## config.mk

```make
export PLATFORM = sky130hd
export DESIGN_NAME = sbus_mode_ctrl
export DESIGN_NICKNAME = d
export VERILOG_FILES = /design/src/rtl/smc_pkg.sv /design/src/rtl/smc_cmd_decode.sv /design/src/rtl/smc_cfg_file.sv /design/src/rtl/sbus_mode_ctrl.sv
export SDC_FILE = /design/constraint.sdc
export NUM_CORES = 1
export LEC_CHECK = 0
export ABC_AREA = 0
export BUFFER_PORTS_ARGS = -buffer_cell sky130_fd_sc_hd__buf_2
export CELL_PAD_IN_SITES_DETAIL_PLACEMENT = 1
export CELL_PAD_IN_SITES_GLOBAL_PLACEMENT = 2
export CORE_UTILIZATION = 35
export CTS_BUF_LIST = sky130_fd_sc_hd__clkbuf_8
export DETAILED_ROUTE_END_ITERATION = 10
export PLACE_DENSITY_LB_ADDON = 0.2
export SLEW_MARGIN = 25
export SYNTH_ARGS = -nofsm -noshare
export SYNTH_HDL_FRONTEND = slang
export SYNTH_HIERARCHICAL = 1
export SYNTH_SLANG_ARGS = --single-unit
```

## constraint.sdc

```tcl
create_clock -name clk -period 4.9 [get_ports clk]
set_clock_uncertainty 0.1 [all_clocks]
set_input_delay 0.49 -clock clk [delete_from_list [all_inputs] [get_ports clk]]
set_output_delay 0.49 -clock clk [all_outputs]
set_load 0.1 [all_outputs]
```

## src/rtl/smc_pkg.sv

```systemverilog
// Shared constants and types for the serial mode controller.
// Assumes byte-wide host traffic and 3-bit configuration fields.
package smc_pkg;

    localparam int BYTE_W   = 8;
    localparam int CODE_W   = 3;
    localparam int SLOT_CNT = 7;

    localparam logic [BYTE_W-1:0] CODE_GO_DATA = 8'hE1;
    localparam logic [BYTE_W-1:0] CODE_ESCAPE  = 8'hE3;
    localparam logic [BYTE_W-1:0] CODE_STOP    = 8'hF1;

    typedef enum logic [1:0] {
        OP_BYTE  = 2'd0,
        OP_BIT   = 2'd1,
        OP_RESET = 2'd2,
        OP_PULSE = 2'd3
    } eng_op_e;

    typedef enum logic [3:0] {
        K_NONE,
        K_TO_DATA,
        K_CFG_WR,
        K_CFG_RD,
        K_BIT,
        K_ACCEL,
        K_RESET,
        K_PULSE
    } cmd_kind_e;

    typedef enum logic [1:0] {
        MD_CMD,
        MD_DATA,
        MD_CHECK
    } mode_e;

    typedef enum logic [1:0] {
        ST_IDLE,
        ST_BUS,
        ST_SEND
    } step_e;

    typedef struct packed {
        cmd_kind_e         kind;
        logic [CODE_W-1:0] sel;
        logic [CODE_W-1:0] val;
    } cmd_dec_t;

    // Reset value code of configuration slot 'slot' (1-based).
    function automatic logic [CODE_W-1:0] slot_default(input int slot);
        return (slot == 2 || slot == 3) ? 3'b100 : 3'b000;
    endfunction

endpackage

```

## src/rtl/smc_cmd_decode.sv

```systemverilog
// Combinational decoder for a byte received in command mode.
// Assumes the caller has already handled calibration and the data path;
// reserved codes map to K_NONE except the data-mode switch.
module smc_cmd_decode
    import smc_pkg::*;
(
    input  logic [BYTE_W-1:0] cmd_byte,
    output cmd_dec_t          dec
);

    // Classify the byte and pick the configuration slot field.
    always_comb begin
        dec.kind = K_NONE;
        dec.sel  = '0;
        dec.val  = cmd_byte[3:1];
        if (cmd_byte == CODE_GO_DATA) begin
            dec.kind = K_TO_DATA;
        end else if (cmd_byte == CODE_ESCAPE || cmd_byte == CODE_STOP) begin
            dec.kind = K_NONE;
        end else if (!cmd_byte[0]) begin
            dec.kind = K_NONE;
        end else if (cmd_byte[7]) begin
            unique case (cmd_byte[6:5])
                2'b00:   dec.kind = K_BIT;
                2'b01:   dec.kind = K_ACCEL;
                2'b10:   dec.kind = K_RESET;
                default: dec.kind = K_PULSE;
            endcase
        end else if (cmd_byte[6:4] != '0) begin
            dec.kind = K_CFG_WR;
            dec.sel  = cmd_byte[6:4];
        end else if (cmd_byte[3:1] != '0) begin
            dec.kind = K_CFG_RD;
            dec.sel  = cmd_byte[3:1];
        end
    end

endmodule

```

## src/rtl/smc_cfg_file.sv

```systemverilog
// Configuration register file of SLOTS value codes, addressed 1..SLOTS.
// One slot (RSVD_SLOT) is read-only and keeps its reset code.
// Reset is synchronous and active low; reads are combinational.
module smc_cfg_file
    import smc_pkg::*;
#(
    parameter int SLOTS     = SLOT_CNT,
    parameter int CW        = CODE_W,
    parameter int RSVD_SLOT = 6
) (
    input  logic                clk,
    input  logic                rst_n,
    input  logic                wr_en,
    input  logic [CW-1:0]       wr_sel,
    input  logic [CW-1:0]       wr_code,
    input  logic [CW-1:0]       rd_sel,
    output logic [CW-1:0]       rd_code,
    output logic [SLOTS*CW-1:0] codes_flat
);

    localparam int FLAT_W = SLOTS * CW;

    for (genvar gi = 0; gi < SLOTS; gi++) begin : g_slot
        localparam int SLOT_ID = gi + 1;
        logic [CW-1:0] code_q;
        if (SLOT_ID == RSVD_SLOT) begin : g_ro
            // Reserved slot: pinned to its reset code.
            always_ff @(posedge clk) begin
                code_q <= CW'(slot_default(SLOT_ID));
            end
        end else begin : g_rw
            // Writable slot: load on a matching write.
            always_ff @(posedge clk) begin
                if (!rst_n)
                    code_q <= CW'(slot_default(SLOT_ID));
                else if (wr_en && wr_sel == CW'(SLOT_ID))
                    code_q <= wr_code;
            end
        end
        assign codes_flat[gi*CW +: CW] = code_q;
    end

    // Read mux: unknown slot numbers read as zero.
    always_comb begin
        rd_code = '0;
        for (int i = 0; i < SLOTS; i++) begin
            if (rd_sel == CW'(i + 1))
                rd_code = codes_flat[i*CW +: CW];
        end
    end

    logic unused_w;
    assign unused_w = ^FLAT_W;

endmodule

```

## src/rtl/sbus_mode_ctrl.sv

```systemverilog
// Serial command/data mode controller.
// Takes host bytes on a ready/valid port and either executes them as
// commands or hands them to a bus engine through a request/done port.
// Sends at most one response at a time on a ready/valid byte port.
// Assumes eng_done is a single-cycle pulse while eng_req is high.
// Synchronous active-low reset; brk_det acts as a soft master reset.
module sbus_mode_ctrl
    import smc_pkg::*;
#(
    parameter logic [7:0] ARRIVAL_CODE = 8'hCD,
    parameter int         RSVD_SLOT    = 6
) (
    input  logic                    clk,
    input  logic                    rst_n,
    input  logic                    brk_det,
    input  logic                    rx_valid,
    input  logic [7:0]              rx_data,
    output logic                    rx_ready,
    output logic                    tx_valid,
    output logic [7:0]              tx_data,
    input  logic                    tx_ready,
    output logic                    eng_req,
    output logic [1:0]              eng_op,
    output logic [7:0]              eng_byte,
    output logic [1:0]              eng_speed,
    output logic                    eng_accel,
    output logic                    eng_spu_arm,
    output logic                    eng_pulse_hv,
    output logic                    eng_stop,
    input  logic                    eng_done,
    input  logic [7:0]              eng_result,
    input  logic                    eng_presence,
    output logic [SLOT_CNT*CODE_W-1:0] cfg_codes
);

    mode_e             mode_q;
    step_e             step_q;
    eng_op_e           op_q;
    logic              calib_q;
    logic [7:0]        tx_q;
    logic [7:0]        eng_byte_q;
    logic              req_q;
    logic              stop_q;
    logic [1:0]        speed_q;
    logic              accel_q;
    logic              arm_q;
    logic              hv_q;
    cmd_dec_t          dec;
    logic [CODE_W-1:0] rd_code;
    logic              rx_fire;
    logic              cmd_path;
    logic              cfg_we;
    logic              srst_n;

    assign srst_n = rst_n && !brk_det;

    smc_cmd_decode u_dec (
        .cmd_byte (rx_data),
        .dec      (dec)
    );

    smc_cfg_file #(
        .SLOTS     (SLOT_CNT),
        .CW        (CODE_W),
        .RSVD_SLOT (RSVD_SLOT)
    ) u_cfg (
        .clk        (clk),
        .rst_n      (srst_n),
        .wr_en      (cfg_we),
        .wr_sel     (dec.sel),
        .wr_code    (dec.val),
        .rd_sel     (dec.sel),
        .rd_code    (rd_code),
        .codes_flat (cfg_codes)
    );

    // Byte intake is open when idle, or during a pulse to catch the stop code.
    assign rx_ready = (step_q == ST_IDLE) || (step_q == ST_BUS && op_q == OP_PULSE);
    assign rx_fire  = rx_valid && rx_ready;

    // A byte is executed as a command in command mode or when it ends a check.
    assign cmd_path = (mode_q == MD_CMD) ||
                      (mode_q == MD_CHECK && rx_data != CODE_ESCAPE);

    // Configuration write strobe for the register file.
    assign cfg_we = (step_q == ST_IDLE) && rx_fire && !calib_q && cmd_path &&
                    (dec.kind == K_CFG_WR);

    // Main sequencer: mode tracking, engine requests and responses.
    always_ff @(posedge clk) begin
        if (!srst_n) begin
            mode_q     <= MD_CMD;
            step_q     <= ST_IDLE;
            op_q       <= OP_BYTE;
            calib_q    <= 1'b1;
            tx_q       <= '0;
            eng_byte_q <= '0;
            req_q      <= 1'b0;
            stop_q     <= 1'b0;
            speed_q    <= '0;
            accel_q    <= 1'b0;
            arm_q      <= 1'b0;
            hv_q       <= 1'b0;
        end else begin
            stop_q <= 1'b0;
            unique case (step_q)
                ST_IDLE: begin
                    if (rx_fire) begin
                        if (calib_q) begin
                            calib_q <= 1'b0;
                        end else if (mode_q == MD_DATA) begin
                            if (rx_data == CODE_ESCAPE) begin
                                mode_q <= MD_CHECK;
                            end else begin
                                op_q       <= OP_BYTE;
                                eng_byte_q <= rx_data;
                                req_q      <= 1'b1;
                                step_q     <= ST_BUS;
                            end
                        end else if (mode_q == MD_CHECK && rx_data == CODE_ESCAPE) begin
                            mode_q     <= MD_DATA;
                            op_q       <= OP_BYTE;
                            eng_byte_q <= rx_data;
                            req_q      <= 1'b1;
                            step_q     <= ST_BUS;
                        end else begin
                            mode_q <= (dec.kind == K_TO_DATA) ? MD_DATA : MD_CMD;
                            unique case (dec.kind)
                                K_CFG_WR: begin
                                    tx_q   <= {rx_data[7:1], 1'b0};
                                    step_q <= ST_SEND;
                                end
                                K_CFG_RD: begin
                                    tx_q   <= {rx_data[7:4], rd_code, 1'b0};
                                    step_q <= ST_SEND;
                                end
                                K_ACCEL: begin
                                    accel_q <= rx_data[4];
                                    speed_q <= rx_data[3:2];
                                end
                                K_BIT, K_RESET: begin
                                    speed_q    <= rx_data[3:2];
                                    op_q       <= (dec.kind == K_BIT) ? OP_BIT : OP_RESET;
                                    eng_byte_q <= rx_data;
                                    req_q      <= 1'b1;
                                    step_q     <= ST_BUS;
                                end
                                K_PULSE: begin
                                    arm_q      <= rx_data[1];
                                    hv_q       <= rx_data[4];
                                    op_q       <= OP_PULSE;
                                    eng_byte_q <= rx_data;
                                    req_q      <= 1'b1;
                                    step_q     <= ST_BUS;
                                end
                                default: ;
                            endcase
                        end
                    end else if (mode_q == MD_CMD && !calib_q && eng_presence) begin
                        tx_q   <= ARRIVAL_CODE;
                        step_q <= ST_SEND;
                    end
                end
                ST_BUS: begin
                    if (eng_done) begin
                        req_q  <= 1'b0;
                        tx_q   <= (op_q == OP_PULSE) ? {eng_byte_q[7:2], 2'b00}
                                                     : eng_result;
                        step_q <= ST_SEND;
                    end else if (rx_fire && rx_data == CODE_STOP) begin
                        stop_q <= 1'b1;
                    end
                end
                ST_SEND: begin
                    if (tx_ready)
                        step_q <= ST_IDLE;
                end
                default: step_q <= ST_IDLE;
            endcase
        end
    end

    assign tx_valid     = (step_q == ST_SEND);
    assign tx_data      = tx_q;
    assign eng_req      = req_q;
    assign eng_op       = op_q;
    assign eng_byte     = eng_byte_q;
    assign eng_speed    = speed_q;
    assign eng_accel    = accel_q;
    assign eng_spu_arm  = arm_q;
    assign eng_pulse_hv = hv_q;
    assign eng_stop     = stop_q;

endmodule

```

==> Flow_metrics.wiki, run 1 <==
{| class="wikitable"
! Metric !! Value
|-
| Global-route congestion overflow total || 0
|-
| Area Overhead vs Synth || 16.6%
|-
| Static leakage power || between 1 and 1.5 nW
|-
| Min-delay worst type || input pin to flop
|-
| Register area share after synthesis || a little over a third
|-
| Arrival time of data at the critical path endpoint || 2.92 ns
|-
| Global-route wire length before repair || 13200 um
|-
| FP Rows || 31
|-
| Crit. End Element || flop
|-
| Number of vias per cell || 5.32
|-
| Port Buffer Count || 67
|-
| NetSw || 0.000217 W
|-
| H-tree lvl count || 2
|-
| Final Setup Violations || 0
|-
| Clock-pin transition on the worst setup and hold timing paths || 0.09 ns
|-
| Max-capacitance violation count || 0
|-
| CTS buffer count || 5
|-
| Critical path required time || about 5 ns
|-
| Element type at the critical path start || input pin
|-
| Largest net degree at the start of global routing || 44
|-
| Top library cells by usage in the layout, fill and taps aside || 67 x buf_2, 48 x dfxtp_1, 32 x mux2i_1
|-
| Floorplan core area || 7410 um^2
|-
| Synthesized netlist cell count || 307
|-
| Buffers from clock root to sink, at most || 2
|-
| Detailed placement HPWL || 5930 um
|-
| Layout cells sized above 1 || 29.5%
|-
| Average cell area after synthesis || just under 9 um^2
|-
| Final GP Congestion || ~0.83
|-
| Clk pwr share || between 30% and 40%
|-
| Area of the mapped netlist || about 2700 um^2
|-
| RSZ-0062 raised after global routing || no
|-
| Worst IR Drop VDD || ~0.14 mV
|-
| Transition time of the tightest slew-check pin || 0.955 ns
|-
| Cts hold-fix bufs || 0
|-
| Number of synthesized flops with an enable pin || 0
|-
| Die footprint || between 8000 and 9000 um^2
|-
| Routed Wire Length || 8070 um
|-
| Worst Path Max Fanout || 16
|-
| Clock tree from TritonCTS || yes
|-
| Routed wire per std cell || 17.4 um
|-
| Clock latency on the worst-skew pair || just over 0.3 ns
|-
| Final non-filler cell total || around 470
|-
| Result of the run || finished, final reports clean
|-
| Resized Gates After CTS || 0
|-
| Post-CTS setup buffer count || 0
|-
| Yosys cell types || 61
|-
| Logic gate share of total power || roughly an eighth
|-
| Number of top-level pins || 71
|-
| Global router's overall resource usage || 20.2%
|-
| Post-layout net count || 388
|-
| DR iter-0 viols || 120
|-
| Kind of critical path || input pin to flop
|-
| Min Hold Slack || 0.266 ns
|-
| Number of max-slew violations in the final report || 0
|-
| Number of routed nets with antenna violations || 0
|-
| Detailed-router iteration count before antenna repair || 4
|-
| Via count || 2475
|-
| Cell depth of the worst hold path || 2
|-
| Number of warnings issued by yosys || 6
|-
| Max-slew headroom at the worst pin || 36.1%
|-
| Height of the die || 90.4 um
|-
| Prevailing post-synth register cell || dfxtp_1
|-
| Net Sw Frac || roughly 28%
|-
| CTS Root Buffer Type || clkbuf_8
|-
| Number of antenna violations at the first check in global routing || 0
|-
| Starting utilization of the core area || 36.9%
|-
| Synthesis-stage register bit count || 48
|-
| Commonest non-fill, non-tap cell in the layout || buf_2
|-
| Async set-or-reset flop fraction in the synthesized netlist || 0%
|-
| Placed Cells || 457
|-
| Internal Pwr Total || 0.000570 W
|-
| Count of clock tree sinks || between 40 and 50
|-
| Drt drc || 0
|-
| Die X || 90.4 um
|-
| Via count of the first global-routing pass || 2544
|-
| Number of inserted diodes || 0
|-
| Total count of hold-check failures in the final report || 0
|-
| Worst reg2reg path depth || 6
|-
| PwrDens || 247 nW/um^2
|-
| Max Freq || 0.354 GHz
|-
| Final critical-path share of the clock period || roughly 58%
|-
| Final critical delay including setup and external delays || approximately 2.8 ns
|-
| Setup TNS || 0 ns
|-
| Share of power burned in registers || 50.0%
|}
==> layout make-up <==
cell class,count,area [um^2]
Sequential cell,48,961
Clock buffer,5,68.8
Clock inverter,3,38.8
Tap cell,99,124
Fill cell,931,4220
Inverter,4,15.0
Multi-Input combinational cell,237,1630
Timing Repair Buffer,69,350
==> logic make-up after synthesis <==
kind of cell / Yosys count / synth area share [%]
AOI/OAI and AO/OA: 61 / 16.4
xor gates and xnor gates: 1 / 0.321
buffers and inverters: 24 / 5.59
DFF: 48 / 35.2
muxes: 37 / 14.1
other: 2 / 0.275
and+or+nand+nor: 134 / 28.2
==> Yosys cell counts, types with 2 or more instances <==
cell / count / area [um^2]
a21o_1: 2 / 15.0
a21oi_1: 17 / 85.1
a221oi_2: 3 / 45.0
a22oi_1: 2 / 15.0
a31oi_1: 4 / 25.0
a32oi_1: 2 / 17.5
and2b_1: 2 / 15.0
and3b_1: 2 / 17.5
and4bb_2: 4 / 50.1
buf_2: 3 / 15.0
buf_4: 7 / 52.6
buf_6: 2 / 22.5
clkbuf_1: 5 / 18.8
conb_1: 2 / 7.51
dfxtp_1: 48 / 961
inv_1: 3 / 11.3
mux2_2: 3 / 33.8
mux2_4: 2 / 30.0
mux2i_1: 32 / 320
nand2_1: 29 / 109
nand2b_1: 5 / 31.3
nand3_1: 23 / 115
nand4_1: 4 / 25.0
nand4b_1: 2 / 17.5
nor2_1: 13 / 48.8
nor2b_1: 22 / 138
nor3_1: 7 / 35.0
nor3_2: 2 / 20.0
nor4_1: 2 / 12.5
nor4bb_1: 2 / 20.0
o211ai_1: 2 / 15.0
o21ai_0: 8 / 40.0
o21ai_2: 8 / 70.1
o221ai_1: 2 / 17.5
or2_2: 3 / 18.8
or3_1: 3 / 18.8
==> flip-flops by register name, indices dropped and copies added (netlist names) <==
| register | flops |
|---|---|
| eng_accel | 1 |
| eng_spu_arm | 1 |
| tx_data | 8 |
| eng_op | 2 |
| step_q | 2 |
| eng_pulse_hv | 1 |
| mode_q | 2 |
| calib_q | 1 |
| eng_stop | 1 |
| eng_speed | 2 |
| eng_byte | 8 |
| eng_req | 1 |
| u_cfg/g_slot.code_q | 18 |
==> metrics by stage <==
stage | setup WS, ns | util [%] | power (W) | instance area [um^2]
2_1_floorplan | 1.29 | - | 0.000476 | 2740
3_5_place_dp | 1.65 | 41.5 | 0.000504 | 3080
4_1_cts | 1.98 | 43.0 | 0.000792 | 3180
6_report | 2.07 | 43.0 | 0.000786 | 3190
5_1_grt | 1.86 | 43.0 | 0.000820 | 3190
3_3_place_gp | 1.72 | 41.5 | 0.000503 | 3080
==> worst paths after layout <==
path / to / slack (ns) / from
max: tx_data[1] / 2.07 / rx_data[5]
max reg2reg: u_cfg/g_slot[3].code_q[2] / 2.30 / step_q[0]
min: eng_req / 0.27 / eng_done
min reg2reg: tx_data[6] / 0.37 / tx_data[6]
==> layer usage <==
metal	share of wire, %	GRT usage [%]	up-vias
met3	2.3	2.86	5
li1	-	-	1229
met2	48	34.0	39
met4	0.93	4.70	0
met5	0	0	-
met1	49	27.2	1202
==> power by group through the flow <==
stage	clock [W]	sequential, W	combinational, W
after global routing	0.000316	0.000394	0.000110
after detailed placement	0	0.000403	0.000101
after CTS	0.000297	0.000393	0.000102
after global placement	0	0.000403	0.000101
after floorplan	0	0.000412	0.0000639
final	0.000292	0.000393	0.000101
==> worst max-delay path: stages <==
cell      delay, ns
buf_2          0.18
nor3_2         0.26
a21oi_1        0.10
nor2_1         0.73
nor2b_2        0.15
a221oi_1       0.38
a31oi_1        0.09
mux2i_1        0.23
o21ai_0        0.10
nor3_1         0.13
nor3_1         0.06
Power figures use the tool's default switching activity.
==> inputs of run 2 (changes only) <==
--- a/config.mk
+++ b/config.mk
@@ -9,7 +9,7 @@
 export BUFFER_PORTS_ARGS = -buffer_cell sky130_fd_sc_hd__buf_2
 export CELL_PAD_IN_SITES_DETAIL_PLACEMENT = 1
 export CELL_PAD_IN_SITES_GLOBAL_PLACEMENT = 2
-export CORE_UTILIZATION = 35
+export CORE_UTILIZATION = 32
 export CTS_BUF_LIST = sky130_fd_sc_hd__clkbuf_8
 export DETAILED_ROUTE_END_ITERATION = 10
 export PLACE_DENSITY_LB_ADDON = 0.2
==> constraint.sdc (replaced) <==
create_clock -name clk -period 2.72 [get_ports clk]
set_clock_uncertainty 0.1 [all_clocks]
set_input_delay 0.272 -clock clk [delete_from_list [all_inputs] [get_ports clk]]
set_output_delay 0.272 -clock clk [all_outputs]
set_load 0.1 [all_outputs]
==> Flow_metrics.wiki, run 2 (same netlist as run 1, synthesis figures left out) <==
{| class="wikitable"
! Metric !! Value
|-
| Post-CTS setup buffer count || 0 (unchanged)
|-
| Total count of hold-check failures in the final report || 0 (unchanged)
|-
| Clock latency on the worst-skew pair || 0.31 ns (about the same)
|-
| Stage delay of the slowest cell on the critical path || 0.60 ns (-0.13 ns)
|-
| Number of inserted diodes || 0 (unchanged)
|-
| Post-layout net count || 408 (+5.2%)
|-
| Final GP Congestion || 0.837 (+0.83%)
|-
| Die X || 94.4 um (+4.5%)
|-
| Worst path setup slack after routing || 0.334 ns (-1.74 ns)
|-
| Crit path buffers/inverters || 0 (-1)
|-
| Drt drc || 0 (unchanged)
|-
| Final critical-path share of the clock period || between 80 and 90%
|-
| CTS buffer count || 5 (unchanged)
|-
| Number of max-slew violations in the final report || 0 (unchanged)
|-
| Kind of critical path || flop to flop
|-
| Max-capacitance violation count || 0 (unchanged)
|-
| Worst Path Max Fanout || 6 (-10)
|-
| DR iter-0 viols || 70 (-42%)
|-
| Biggest register || u_cfg/g_slot.code_q
|-
| Starting utilization of the core area || 33.1% (-3.8 points)
|-
| Via count of the first global-routing pass || 2578 (+1.3%)
|-
| Setup TNS || 0 ns (unchanged)
|-
| Worst IR Drop VDD || 0.197 mV (+44%)
|-
| Buffers from clock root to sink, at most || 2 (unchanged)
|-
| Area Overhead vs Synth || 24.1%
|-
| Floorplan core area || 8260 um^2 (+11%)
|-
| Die footprint || 8910 um^2 (+9.2%)
|-
| Largest net degree at the start of global routing || 40 (-9.1%)
|-
| Detailed-router iteration count before antenna repair || 4 (unchanged)
|-
| Resized Gates After CTS || 0 (unchanged)
|-
| Global router's overall resource usage || 20.3% (+0.051 points)
|-
| Critical path required time || 2.82 ns (-2.18 ns)
|-
| Clock tree from TritonCTS || yes
|-
| Element type at the critical path start || flop
|-
| Slowest stage cell, crit path || or4b_1
|-
| Chain of cells forming the critical path || or4b_1 -> nor4_1 -> and3b_1 -> and4bb_2 -> mux2i_1 -> nor2b_1
|-
| Routed Wire Length || 8530 um (+5.7%)
|-
| Global-route wire length before repair || 13700 um (+3.4%)
|-
| Max reg flops || 18 (unchanged)
|-
| Commonest non-fill, non-tap cell in the layout || buf_2
|-
| Final critical delay including setup and external delays || roughly 2.4 ns
|-
| Global-route congestion overflow total || 0 (unchanged)
|-
| Pre-CTS setup slack || 0.206 ns (-1.44 ns)
|-
| PwrDens || 440 nW/um^2 (+78%)
|-
| Min Hold Slack || 0.0681 ns (-0.198 ns)
|-
| Number of antenna violations at the first check in global routing || 0 (unchanged)
|-
| Number of routed nets with antenna violations || 0 (unchanged)
|-
| RSZ-0062 raised after global routing || no
|-
| Final Setup Violations || 0 (unchanged)
|-
| FP Rows || 33 (+6.5%)
|-
| Clock-pin transition on the worst setup and hold timing paths || 0.10 ns (about the same)
|-
| Number of top-level pins || 71 (unchanged)
|-
| Result of the run || finished, final reports clean
|-
| Via count || 2598 (+5.0%)
|-
| Critical path's top delay family || simple AND/OR/NAND/NOR gates
|-
| Layout cells sized above 1 || 33.4% (+3.9 points)
|-
| Height of the die || 94.4 um (+4.5%)
|-
| CTS Root Buffer Type || clkbuf_8
|-
| Detailed placement HPWL || 6330 um (+6.6%)
|-
| Number of vias per cell || 5.29 (-0.59%)
|-
| Port Buffer Count || 67 (unchanged)
|-
| Crit. End Element || flop
|-
| Min-delay worst type || input pin to flop
|-
| Arrival time of data at the critical path endpoint || 2.49 ns (-0.43 ns)
|-
| Cts hold-fix bufs || 0 (unchanged)
|-
| Count of clock tree sinks || 48 (unchanged)
|-
| Max Freq || 0.419 GHz
|-
| Routed wire per std cell || 17.4 um (+0.12%)
|-
| Top library cells by usage in the layout, fill and taps aside || 67 x buf_2, 48 x dfxtp_1, 32 x mux2i_1
|-
| Static leakage power || 1.42 nW (+8.5%)
|-
| H-tree lvl count || 2 (unchanged)
|}
==> run 2: cell types whose count changed in the layout (fill, tap and decap cells not counted), sizes merged <==
| cell | before | now |
|---|---|---|
| buf | 69 | 89 |
| clkbuf | 5 | 6 |
| inv | 4 | 3 |
==> run 2: worst paths after layout <==
check                           slack [ns]                         to       start  cells past startpoint
worst min-delay path                  0.07                    eng_req    eng_done                      2
worst max-delay path                  0.33  u_cfg/g_slot[3].code_q[2]     calib_q                      6
worst max register to register        0.33  u_cfg/g_slot[3].code_q[2]     calib_q                      6
worst min register to register        0.37                 tx_data[7]  tx_data[7]                      2
==> run 2: through the flow <==
stage	utilization [%]	instances	instance area (um^2)	total power (W)
finish	41.1	491	3390	0.00149
floorplan	-	309	2750	0.000857
detailed placement	39.6	483	3270	0.000934
global route	41.1	491	3390	0.00155
CTS	41.1	491	3390	0.00151
global placement	39.6	483	3270	0.000933
==> run 2: layer usage <==
| layer | up-vias | track usage, % | wire length, um |
|---|---|---|---|
| li1 | 1273 | - | - |
| met5 | - | 0 | 0 |
| met4 | 0 | 4.87 | 70 |
| met1 | 1260 | 29.0 | 4360 |
| met2 | 59 | 31.6 | 3760 |
| met3 | 6 | 3.06 | 341 |
==> run 2: cell type report <==
class	count	area (um^2)
Fill cell	1030	4870
Multi-Input combinational cell	237	1640
Sequential cell	48	961
Timing Repair Buffer	89	526
Tap cell	105	131
Clock buffer	6	82.6
Clock inverter	2	38.8
Inverter	4	15.0
==> run 2: power by group <==
group,leakage [nW],switching [W],internal [W]
Sequential,0.387,0.00000240,0.000706
Clock,0.0614,0.000274,0.000301
Combinational,0.975,0.000141,0.0000680
Total,1.42,0.000417,0.00108
==> inputs of run 3 (changes only) <==
--- a/config.mk
+++ b/config.mk
@@ -9,12 +9,13 @@
 export BUFFER_PORTS_ARGS = -buffer_cell sky130_fd_sc_hd__buf_2
 export CELL_PAD_IN_SITES_DETAIL_PLACEMENT = 1
 export CELL_PAD_IN_SITES_GLOBAL_PLACEMENT = 2
-export CORE_UTILIZATION = 32
+export CORE_ASPECT_RATIO = 0.9
+export CORE_UTILIZATION = 31
 export CTS_BUF_LIST = sky130_fd_sc_hd__clkbuf_8
 export DETAILED_ROUTE_END_ITERATION = 10
 export PLACE_DENSITY_LB_ADDON = 0.2
 export SLEW_MARGIN = 25
 export SYNTH_ARGS = -nofsm -noshare
 export SYNTH_HDL_FRONTEND = slang
-export SYNTH_HIERARCHICAL = 1
 export SYNTH_SLANG_ARGS = --single-unit
+export TNS_END_PERCENT = 20
==> Flow_metrics.wiki, run 3 <==
{| class="wikitable"
! Metric !! Value
|-
| Result of the run || finished, final reports clean
|-
| Transition time of the tightest slew-check pin || between 0.6 and 0.7 ns
|-
| Critical path required time || 2.81 ns (about the same)
|-
| Max reg flops || 18 (unchanged)
|-
| Global-route congestion overflow total || 0 (unchanged)
|-
| Min Hold Slack || 0.0717 ns (+0.00353 ns)
|-
| Yosys cell types || 65 (+6.6%)
|-
| Number of top-level pins || 71 (unchanged)
|-
| Number of warnings issued by yosys || 0 (-6)
|-
| Top library cells by usage in the layout, fill and taps aside || 67 x buf_2, 48 x dfxtp_1, 39 x nor2_1
|-
| Via count of the first global-routing pass || 2758 (+7.0%)
|-
| Die X || 101 um (+6.8%)
|-
| Layout cells sized above 1 || 27.5% (-5.9 points)
|-
| Clock latency on the worst-skew pair || 0.31 ns (about the same)
|-
| Number of max-slew violations in the final report || 0 (unchanged)
|-
| Worst Path Max Fanout || 6 (unchanged)
|-
| Drt drc || 0 (unchanged)
|-
| Setup TNS || 0 ns (unchanged)
|-
| Number of antenna violations at the first check in global routing || 0 (unchanged)
|-
| Resized Gates After CTS || 0 (unchanged)
|-
| Combined flip-flop and latch cell area || 961 um^2 (unchanged)
|-
| Height of the die || 90.9 um (-3.7%)
|-
| Area of the mapped netlist || 2720 um^2 (-0.37%)
|-
| Total count of hold-check failures in the final report || 0 (unchanged)
|-
| Buffers from clock root to sink, at most || 2 (unchanged)
|-
| Arrival time of data at the critical path endpoint || 2.53 ns (+0.04 ns)
|-
| Starting utilization of the core area || 31.9% (-1.2 points)
|-
| Synthesis-stage register bit count || 48 (unchanged)
|-
| Count of clock tree sinks || 48 (unchanged)
|-
| Max-capacitance violation count || 0 (unchanged)
|-
| Final Setup Violations || 0 (unchanged)
|-
| Global-route wire length before repair || 14600 um (+7.0%)
|-
| Static leakage power || 1.46 nW (+2.6%)
|-
| Synth area leaders || dfxtp_1 35%, mux2i_1 10%, nor2_1 5.4%
|-
| Largest net degree at the start of global routing || 23 (-43%)
|-
| H-tree lvl count || 2 (unchanged)
|-
| Post-layout net count || 425 (+4.2%)
|-
| Final critical-path share of the clock period || 89.7% (+2.0 points)
|-
| DR iter-0 viols || 85 (+21%)
|-
| Via count || 2747 (+5.7%)
|-
| Final non-filler cell total || 522 (+6.3%)
|-
| Logic gate share of total power || 15.3% (+1.3 points)
|-
| Final critical delay including setup and external delays || 2.44 ns (+0.0537 ns)
|-
| Number of routed nets with antenna violations || 0 (unchanged)
|-
| Clock tree from TritonCTS || yes
|-
| Clk pwr share || 37.0% (-1.6 points)
|-
| Min-delay worst type || input pin to flop
|-
| Most frequent cells after synthesis || 48 x dfxtp_1, 39 x nor2_1, 28 x mux2i_1, 28 x nand2_1, 21 x a21oi_1
|-
| Crit. End Element || flop
|-
| Most repeated cell in the gate-level netlist after synthesis || dfxtp_1
|-
| Commonest non-fill, non-tap cell in the layout || buf_2
|-
| Number of vias per cell || 5.26 (-0.54%)
|-
| Filler instances || 1056 (+2.5%)
|-
| CTS Root Buffer Type || clkbuf_8
|-
| Internal Pwr Total || 0.00105 W (-2.0%)
|-
| Port Buffer Count || 67 (unchanged)
|-
| Clock-pin transition on the worst setup and hold timing paths || 0.10 ns (about the same)
|-
| NetSw || 0.000431 W (+3.2%)
|-
| Worst IR Drop VDD || 0.302 mV (+53%)
|-
| Area of combinational cells with multiple inputs || 1630 um^2 (-0.61%)
|-
| Routed wire per std cell || 17.6 um (+1.4%)
|-
| PwrDens || 438 nW/um^2 (-0.39%)
|-
| RSZ-0062 raised after global routing || no
|-
| Average cell area after synthesis || 8.23 um^2 (-7.6%)
|-
| Share of power burned in registers || 47.7% (+0.3 points)
|-
| Biggest area consumer among synthesized cells || dfxtp_1
|-
| Routed Wire Length || 9190 um (+7.8%)
|-
| Max Freq || 0.410 GHz (-2.2%)
|-
| Number of synthesized flops with an enable pin || 0 (unchanged)
|-
| Final core utilization || 39.7% (-1.3 points)
|-
| Net Sw Frac || 29.0% (+1.1 points)
|-
| Detailed-router iteration count before antenna repair || 4 (unchanged)
|-
| Cts hold-fix bufs || 0 (unchanged)
|-
| Kind of critical path || flop to flop
|-
| Max-slew headroom at the worst pin || a little over half
|-
| FP Rows || 32 (-3.0%)
|-
| Global router's overall resource usage || 20.7% (+0.48 points)
|-
| Async set-or-reset flop fraction in the synthesized netlist || 0% (unchanged)
|-
| Final GP Congestion || 0.840 (+0.36%)
|-
| CTS buffer count || 5 (unchanged)
|-
| Placed Cells || 514 (+6.4%)
|-
| Detailed placement HPWL || 7020 um (+11%)
|-
| Area Overhead vs Synth || 24.4%
|-
| Prevailing post-synth register cell || dfxtp_1
|-
| Element type at the critical path start || flop
|-
| Synthesized netlist cell count || 331 (+7.8%)
|-
| Biggest register || u_cfg.g_slot.code_q
|-
| Floorplan core area || 8530 um^2 (+3.3%)
|-
| Register area share after synthesis || 35.3% (+0.13 points)
|-
| Number of inserted diodes || 0 (unchanged)
|-
| Share of the synthesized area in the top cell type || 35.3% (+0.13 points)
|-
| Die footprint || 9160 um^2 (+2.8%)
|-
| Post-CTS setup buffer count || 0 (unchanged)
|}
==> run 3: metrics by stage <==
step | cell area (um^2) | total power (W) | setup WS, ns
6_report | 3390 | 0.00149 | 0.280
5_1_grt | 3390 | 0.00155 | 0.140
4_1_cts | 3390 | 0.00149 | 0.271
3_5_place_dp | 3270 | 0.000951 | 0.212
3_3_place_gp | 3270 | 0.000950 | 0.235
2_1_floorplan | 2740 | 0.000879 | 0.224
==> run 3: routing by layer <==
metal / GRT usage [%] / wire (um) / vias to the layer above
met4: 3.86 / 51 / 0
li1: - / - / 1330
met1: 30.3 / 4730 / 1351
met5: 0 / 0 / -
met3: 3.33 / 408 / 5
met2: 32.0 / 4010 / 61
==> run 3: final cells by class <==
cell class	instances	share of cell area, %
inverter	6	0.665
sequential	48	28.4
clock inverter	3	1.37
tap	119	4.39
clock buffer	5	2.03
multi-input combinational	252	48.0
timing repair buffer	89	15.1
==> run 3: power by group through the flow <==
stage | Sequential (W) | Clock, W | Combinational [W]
final | 0.000708 | 0.000550 | 0.000228
after global placement | 0.000724 | 0 | 0.000226
after CTS | 0.000708 | 0.000559 | 0.000228
after detailed placement | 0.000724 | 0 | 0.000227
after floorplan | 0.000740 | 0 | 0.000139
after global routing | 0.000709 | 0.000595 | 0.000245
==> run 3: logic make-up (layout without fill, tap and decap cells) <==
group	after synthesis	after routing	synth area share [%]
and+or+nand+nor	141	141	26.7
muxes	32	32	11.9
DFF	48	48	35.3
other	1	3	0.138
xor gates and xnor gates	1	1	0.322
AOI/OAI and AO/OA	75	75	19.9
buffers and inverters	33	103	5.61
==> run 3: path summary, 6_finish.rpt <==
check / startpoint / to / slack [ns] / cells past startpoint
max: step_q[0] / u_cfg.g_slot[6].code_q[1] / 0.28 / 6
min: eng_done / eng_req / 0.07 / 2
max reg2reg: step_q[0] / u_cfg.g_slot[6].code_q[1] / 0.28 / 6
min reg2reg: tx_data[2] / tx_data[2] / 0.38 / 2
==> run 3: critical path, cell delays in order (launching register included) <==
cell	delay, ns
dfxtp_1	0.33
or3b_4	0.39
or3_4	0.35
a2111oi_4	0.54
and2_0	0.34
mux2i_1	0.22
nor2_1	0.05
